**src/rtl/tcs_pkg.sv**
```systemverilog
package tcs_pkg;

  localparam int NUM_TAPS = 4;
  localparam int TAP_LOG2 [NUM_TAPS] = '{3, 6, 8, 10};
  localparam int PRE_W = TAP_LOG2[NUM_TAPS-1];

  typedef enum logic [2:0] {
    SRC_STOP     = 3'b000,
    SRC_SYS      = 3'b001,
    SRC_DIV8     = 3'b010,
    SRC_DIV64    = 3'b011,
    SRC_DIV256   = 3'b100,
    SRC_DIV1024  = 3'b101,
    SRC_PIN_FALL = 3'b110,
    SRC_PIN_RISE = 3'b111
  } tcs_src_e;

  typedef struct packed {
    logic                sysTick;
    logic [NUM_TAPS-1:0] tapTick;
    logic                pinFall;
    logic                pinRise;
  } tcs_strobe_t;

endpackage

```
**src/rtl/tcs_prescaler.sv**
```systemverilog
module tcs_prescaler
  import tcs_pkg::*;
#(
  parameter int CNT_W = PRE_W
) (
  input  logic                clk,
  input  logic                rstN,
  output logic [NUM_TAPS-1:0] tapTick
);

  logic [CNT_W-1:0] preCnt;

  always_ff @(posedge clk or negedge rstN) begin
    if (!rstN) preCnt <= '0;
    else       preCnt <= preCnt + 1'b1;
  end

  for (genvar t = 0; t < NUM_TAPS; t++) begin : g_tap
    localparam int LowBits = TAP_LOG2[t];
    assign tapTick[t] = (preCnt[LowBits-1:0] == '0);
  end

endmodule

```
**src/rtl/tcs_pin_sync.sv**
```systemverilog
module tcs_pin_sync #(
  parameter int SYNC_STAGES = 2
) (
  input  logic clk,
  input  logic rstN,
  input  logic extPin,
  output logic pinFall,
  output logic pinRise
);

  logic [SYNC_STAGES-1:0] syncQ;
  logic                   pinStable;
  logic                   pinLast;

  always_ff @(posedge clk or negedge rstN) begin
    if (!rstN) begin
      syncQ   <= '0;
      pinLast <= 1'b0;
    end else begin
      syncQ   <= {syncQ[SYNC_STAGES-2:0], extPin};
      pinLast <= pinStable;
    end
  end

  assign pinStable = syncQ[SYNC_STAGES-1];
  assign pinFall   = pinLast & ~pinStable;
  assign pinRise   = ~pinLast & pinStable;

endmodule

```
**src/rtl/tcs_datapath.sv**
```systemverilog
module tcs_datapath
  import tcs_pkg::*;
#(
  parameter int SYNC_STAGES = 2
) (
  input  logic        clk,
  input  logic        rstN,
  input  logic        extPin,
  output tcs_strobe_t strobes
);

  logic [NUM_TAPS-1:0] tapTick;
  logic                pinFall;
  logic                pinRise;

  tcs_prescaler #(.CNT_W(PRE_W)) u_pre (
    .clk    (clk),
    .rstN   (rstN),
    .tapTick(tapTick)
  );

  tcs_pin_sync #(.SYNC_STAGES(SYNC_STAGES)) u_sync (
    .clk    (clk),
    .rstN   (rstN),
    .extPin (extPin),
    .pinFall(pinFall),
    .pinRise(pinRise)
  );

  always_comb begin
    strobes.sysTick = 1'b1;
    strobes.tapTick = tapTick;
    strobes.pinFall = pinFall;
    strobes.pinRise = pinRise;
  end

endmodule

```
**src/rtl/tcs_control.sv**
```systemverilog
module tcs_control
  import tcs_pkg::*;
(
  input  logic        clk,
  input  logic        rstN,
  input  logic [2:0]  srcSel,
  input  tcs_strobe_t strobes,
  output logic        cntEn
);

  logic pickNext;

  always_comb begin
    case (tcs_src_e'(srcSel))
      SRC_STOP:     pickNext = 1'b0;
      SRC_SYS:      pickNext = strobes.sysTick;
      SRC_DIV8:     pickNext = strobes.tapTick[0];
      SRC_DIV64:    pickNext = strobes.tapTick[1];
      SRC_DIV256:   pickNext = strobes.tapTick[2];
      SRC_DIV1024:  pickNext = strobes.tapTick[3];
      SRC_PIN_FALL: pickNext = strobes.pinFall;
      SRC_PIN_RISE: pickNext = strobes.pinRise;
      default:      pickNext = 1'b0;
    endcase
  end

  always_ff @(posedge clk or negedge rstN) begin
    if (!rstN) cntEn <= 1'b0;
    else       cntEn <= pickNext;
  end

endmodule

```
**src/rtl/timer_clk_sel.sv**
```systemverilog
module timer_clk_sel
  import tcs_pkg::*;
#(
  parameter int SYNC_STAGES = 2
) (
  input  logic       clk,
  input  logic       rstN,
  input  logic [2:0] srcSel,
  input  logic       extPin,
  output logic       cntEn
);

  tcs_strobe_t strobes;

  tcs_datapath #(.SYNC_STAGES(SYNC_STAGES)) u_dp (
    .clk    (clk),
    .rstN   (rstN),
    .extPin (extPin),
    .strobes(strobes)
  );

  tcs_control u_ctl (
    .clk    (clk),
    .rstN   (rstN),
    .srcSel (srcSel),
    .strobes(strobes),
    .cntEn  (cntEn)
  );

endmodule

```
**config.mk**
```make
export PLATFORM = sky130hd
export DESIGN_NAME = timer_clk_sel
export DESIGN_NICKNAME = d
export VERILOG_FILES = /design/src/rtl/tcs_pkg.sv /design/src/rtl/tcs_prescaler.sv /design/src/rtl/tcs_pin_sync.sv /design/src/rtl/tcs_datapath.sv /design/src/rtl/tcs_control.sv /design/src/rtl/timer_clk_sel.sv
export SDC_FILE = /design/constraint.sdc
export NUM_CORES = 1
export LEC_CHECK = 0
export BUFFER_PORTS_ARGS = -buffer_cell sky130_fd_sc_hd__buf_2
export CELL_PAD_IN_SITES_DETAIL_PLACEMENT = 1
export CELL_PAD_IN_SITES_GLOBAL_PLACEMENT = 1
export CORE_MARGIN = 2
export CORE_UTILIZATION = 45
export CTS_CLUSTER_DIAMETER = 120
export DETAILED_ROUTE_END_ITERATION = 6
export HOLD_SLACK_MARGIN = 0.15
export PLACE_DENSITY_LB_ADDON = 0.1
export SLEW_MARGIN = 30
export SYNTH_ARGS = -nofsm -noshare
export SYNTH_HDL_FRONTEND = slang
export SYNTH_SLANG_ARGS = --single-unit
```
**constraint.sdc**
```tcl
create_clock -name clk -period 2.53 [get_ports clk]
set_input_delay 0.3795 -clock clk [delete_from_list [all_inputs] [get_ports clk]]
set_output_delay 0.3795 -clock clk [all_outputs]
set_load 0.01 [all_outputs]
```
==> results.md <==
Global route:
- met2 is the most crowded layer.
- For met3 alone, demand over resource in global routing was 4.89%.
- The met1 track demand over resource in global routing is 21.4%.
- The number of antenna violations at the first check in global routing is 0.
- In the global route stage, overall resource usage came out at 18.7%.
- The first-pass GRT wire length is 1920 um.
- The residual overflow from global routing is 0.
- The via count of the first global-routing pass is 434.
- The maximum number of pins on one net before global-route repair is 15.
- The met2 demand-to-capacity share in global routing is a little under a third.

Die:
- In this run the count of I/O pins placed on the die edge is 7.
- Measured along the x axis, the die boundary spans 41.1 um.
- The full die area is 1690 um^2.
- For this configuration, the core starts out at a cell density of 48.1%.
- The placement row count is 13.
- The floorplan step set the die height to between 40 and 50 um.
- The placeable core region is 1280 um^2.

Placed design:
- The HPWL after detailed placement is 866 um.
- The last weighted congestion value of the routability-driven placer is approximately 0.65.
- In this run the tool buffered the top-level ports with 6 buffer cells.
- Timing analysis after detailed placement gives a worst setup slack of 1.24 ns.

Timing:
- Setup violations remaining at the end of the flow were counted as 0.
- The slew at the pin closest to its max-slew limit is 0.298 ns.
- The final cycle utilization of the critical path is 50.5%.
- After routing, the total negative slack on setup checks comes to 0 ns.
- The final worst setup slack is 1.25 ns.
- Hold timing on the final database bottoms out at a slack of 0.197 ns.
- For the finished layout, the period the worst path requires is ~1.3 ns.
- Setup repair after global routing left no endpoint under its margin.
- Headroom to the max-slew limit came out at 80.1%.
- Timing would allow up to 782 MHz.
- The clock arrives with 0.00580 ns of skew.
- The number of hold violations in the final report was 0.
- The max-slew violation count came to 0.

Run status:
- The run finished with clean final reports.

Clock network:
- The root buffer cell is sky130_fd_sc_hd__clkbuf_4.
- In this run the number of H-tree levels came out at 1.
- The number of sinks handled by clock tree synthesis is 14.
- The clock-pin transition on the worst setup and hold timing paths is about 0.08 ns.
- The TritonCTS buffer count is 3.
- The clock insertion delay at the later pin of the skew report is between 0.2 and 0.3 ns.
- The number of gates given a new drive strength after cts is 0.
- The longest clock path from root to sink contains 2 buffers.
- The CTS tree is yes.

Yosys:
- Measured against the total synthesized area, the mux share comes to 0%.
- Synthesis handed over a netlist of 54 instances.
- The count of cell types in the netlist is 23.
- Sequential elements use 56.7% of the synthesized area.
- The average instance in the mapped netlist occupies 11.4 um^2.
- Summing the areas of all compound-gate instances in the mapped netlist gives 5.06% of the synthesized area.
- The combinational family with the most area after synthesis is simple AND/OR/NAND/NOR gates.
- Counting every net in the synthesized netlist gives 62.
- During synthesis, Yosys emitted a total of 0 warnings.
- The simple-gate area share of the yosys netlist is about a fifth.
- Counting flops and latches in the post-synthesis netlist gives 14.
- The fraction of the mapped netlist area in adder cells is 4.05%.
- The area of the mapped netlist is 618 um^2.
- The area share of xor/xnor cells in the synthesized design is 11.3%.

Detailed routing:
- Summed over all layers, the routed wires come to 1110 um.
- The detail route stage leaves a number of antenna-violating nets equal to 0.
- The first routing iteration left 5 violations.
- The post-detailed-route wirelength per cell is roughly 14 um.
- Summing over every cut layer, the via total after detailed routing is 414.
- After detailed routing, the number of remaining DRC violations is 0.
- The first-pass iteration count of the detailed router is 4.
- The via-per-instance ratio is between 5 and 6.

Setup path:
- The kind of launch point of the worst setup path is a register.
- The peak fanout along the critical path is 3.
- The biggest cell delay along the critical path is 0.39 ns.
- The number of buffers and inverters on the critical path is 1.
- The cell with the largest stage delay on the worst path is sky130_fd_sc_hd__dfrtp_1.
- STA classifies the critical path endpoint as a register.
- At the worst endpoint, the required time is 2.70 ns.
- The critical path is of the reg -> reg type.
- Data arrives at the worst endpoint at around 1.5 ns.
- The family of cells with the greatest summed delay on the critical path is flip-flops.
- Traced cell by cell, the critical path runs through inv_1, ha_1, and2b_2, a211oi_1, nor4_1.

Finish:
- Counting the fill cells in the layout gives 150.
- The share of layout cells above drive strength 1 is 21.5%.
- The number of antenna diodes in the final layout is 0.
- Compared with the post-synthesis result, the final layout area differs by 15.4%.
- The count of nets after finishing is 74.

Pwr:
- The total leakage power is between 0.3 and 0.4 nW.
- Power spread over the standard cell area amounts to roughly 570 nW/um^2.
- Summing internal, switching and leakage power gives 0.409 mW.
- VDD sags by at most around 0.32 mV.

Flow run:
- The number of max-cap violations is 0.

Worst hold path:
- In this run the worst hold path is classified as in -> reg.
-- sequential cells by signal, summed over array words and instances (netlist names) --
register	count
u_dp.u_sync.syncQ	2
u_ctl.cntEn	1
u_dp.u_pre.preCnt	10
u_dp.u_sync.pinLast	1
-- layout make-up --
class	instances	area, um^2	share of cell area, %
inverters	4	15.0	2.11
flip-flops and latches	14	350	49.1
clock buffers	4	36.3	5.09
well taps	15	18.8	2.63
multi-input cells	36	253	35.4
repair buffers	7	40.0	5.61
-- power by group --
part	switching (mW)	leakage (nW)	internal [mW]	total, mW
clock	0.0721	0.0210	0.0876	0.160
sequential	0.00147	0.172	0.228	0.229
combinational	0.0114	0.136	0.00882	0.0202
total	0.0850	0.329	0.324	0.409
-- cells by family after synthesis --
group,after synthesis
XOR/XNOR,8
flip-flops,14
AO/OA/AOI/OAI,5
buffers and inverters,4
AND/OR/NAND/NOR,21
adder cells (fa/ha/maj),2
-- what timing repair did --
item	in CTS	in global routing
hold buffers	1	0
endpoints found under the hold margin	14	0
buffers inserted	0	0
-- metal layers --
layer,part of all wire (%),vias to the layer above
met2,49,9
met1,44,199
met3,4.3,4
met5,0,-
met4,2.1,0
li1,-,202
-- placed cells by master (no fill, tap or decap), types with 2 or more instances in the layout --
cell type and count:
sky130_fd_sc_hd__nor3_1 3, sky130_fd_sc_hd__inv_1 4, sky130_fd_sc_hd__dfrtp_1 14, sky130_fd_sc_hd__xor2_1 3
sky130_fd_sc_hd__a211oi_1 2, sky130_fd_sc_hd__nand3_1 2, sky130_fd_sc_hd__xnor2_1 5, sky130_fd_sc_hd__ha_1 2
sky130_fd_sc_hd__clkbuf_4 3, sky130_fd_sc_hd__buf_2 6, sky130_fd_sc_hd__nand2_1 3, sky130_fd_sc_hd__nor2_1 3
-- synthesized netlist by cell type (all sizes together) --
cell | instances | area (um^2)
a21oi | 1 | 5.00
or3 | 1 | 6.26
nor4 | 2 | 18.8
inv | 4 | 15.0
nand3b | 1 | 7.51
nand2b | 1 | 6.26
nor3 | 3 | 15.0
a31oi | 1 | 6.26
nor2b | 1 | 6.26
ha | 2 | 25.0
nor2 | 3 | 11.3
and2b | 1 | 8.76
xor2 | 3 | 26.3
dfrtp | 14 | 350
and3b | 1 | 8.76
o21ai | 1 | 5.00
nand3 | 3 | 20.0
xnor2 | 5 | 43.8
nand2 | 4 | 17.5
a211oi | 2 | 15.0
-- worst paths after layout --
check | startpoint | endpoint | slack [ns] | depth (start not counted)
hold / removal | extPin | u_dp.u_sync.syncQ[0] | 0.20 | 1
setup reg to reg | u_dp.u_pre.preCnt[0] | u_ctl.cntEn | 1.25 | 5
max in group asynchronous | rstN | u_dp.u_pre.preCnt[0] | 1.79 | 2
setup / recovery | u_dp.u_pre.preCnt[0] | u_ctl.cntEn | 1.25 | 5
hold reg to reg | u_dp.u_sync.syncQ[0] | u_dp.u_sync.syncQ[1] | 0.36 | 0
min in group asynchronous | rstN | u_ctl.cntEn | 0.50 | 2
-- per-stage QoR --
stage | area, um^2 | cells | utilization [%]
floorplan | 618 | 54 | -
global placement | 667 | 75 | 51.9
detailed placement | 667 | 75 | 51.9
CTS | 713 | 80 | 55.5
global route | 713 | 80 | 55.5
finish | 713 | 80 | 55.5
(Power assumes the default switching activity.)
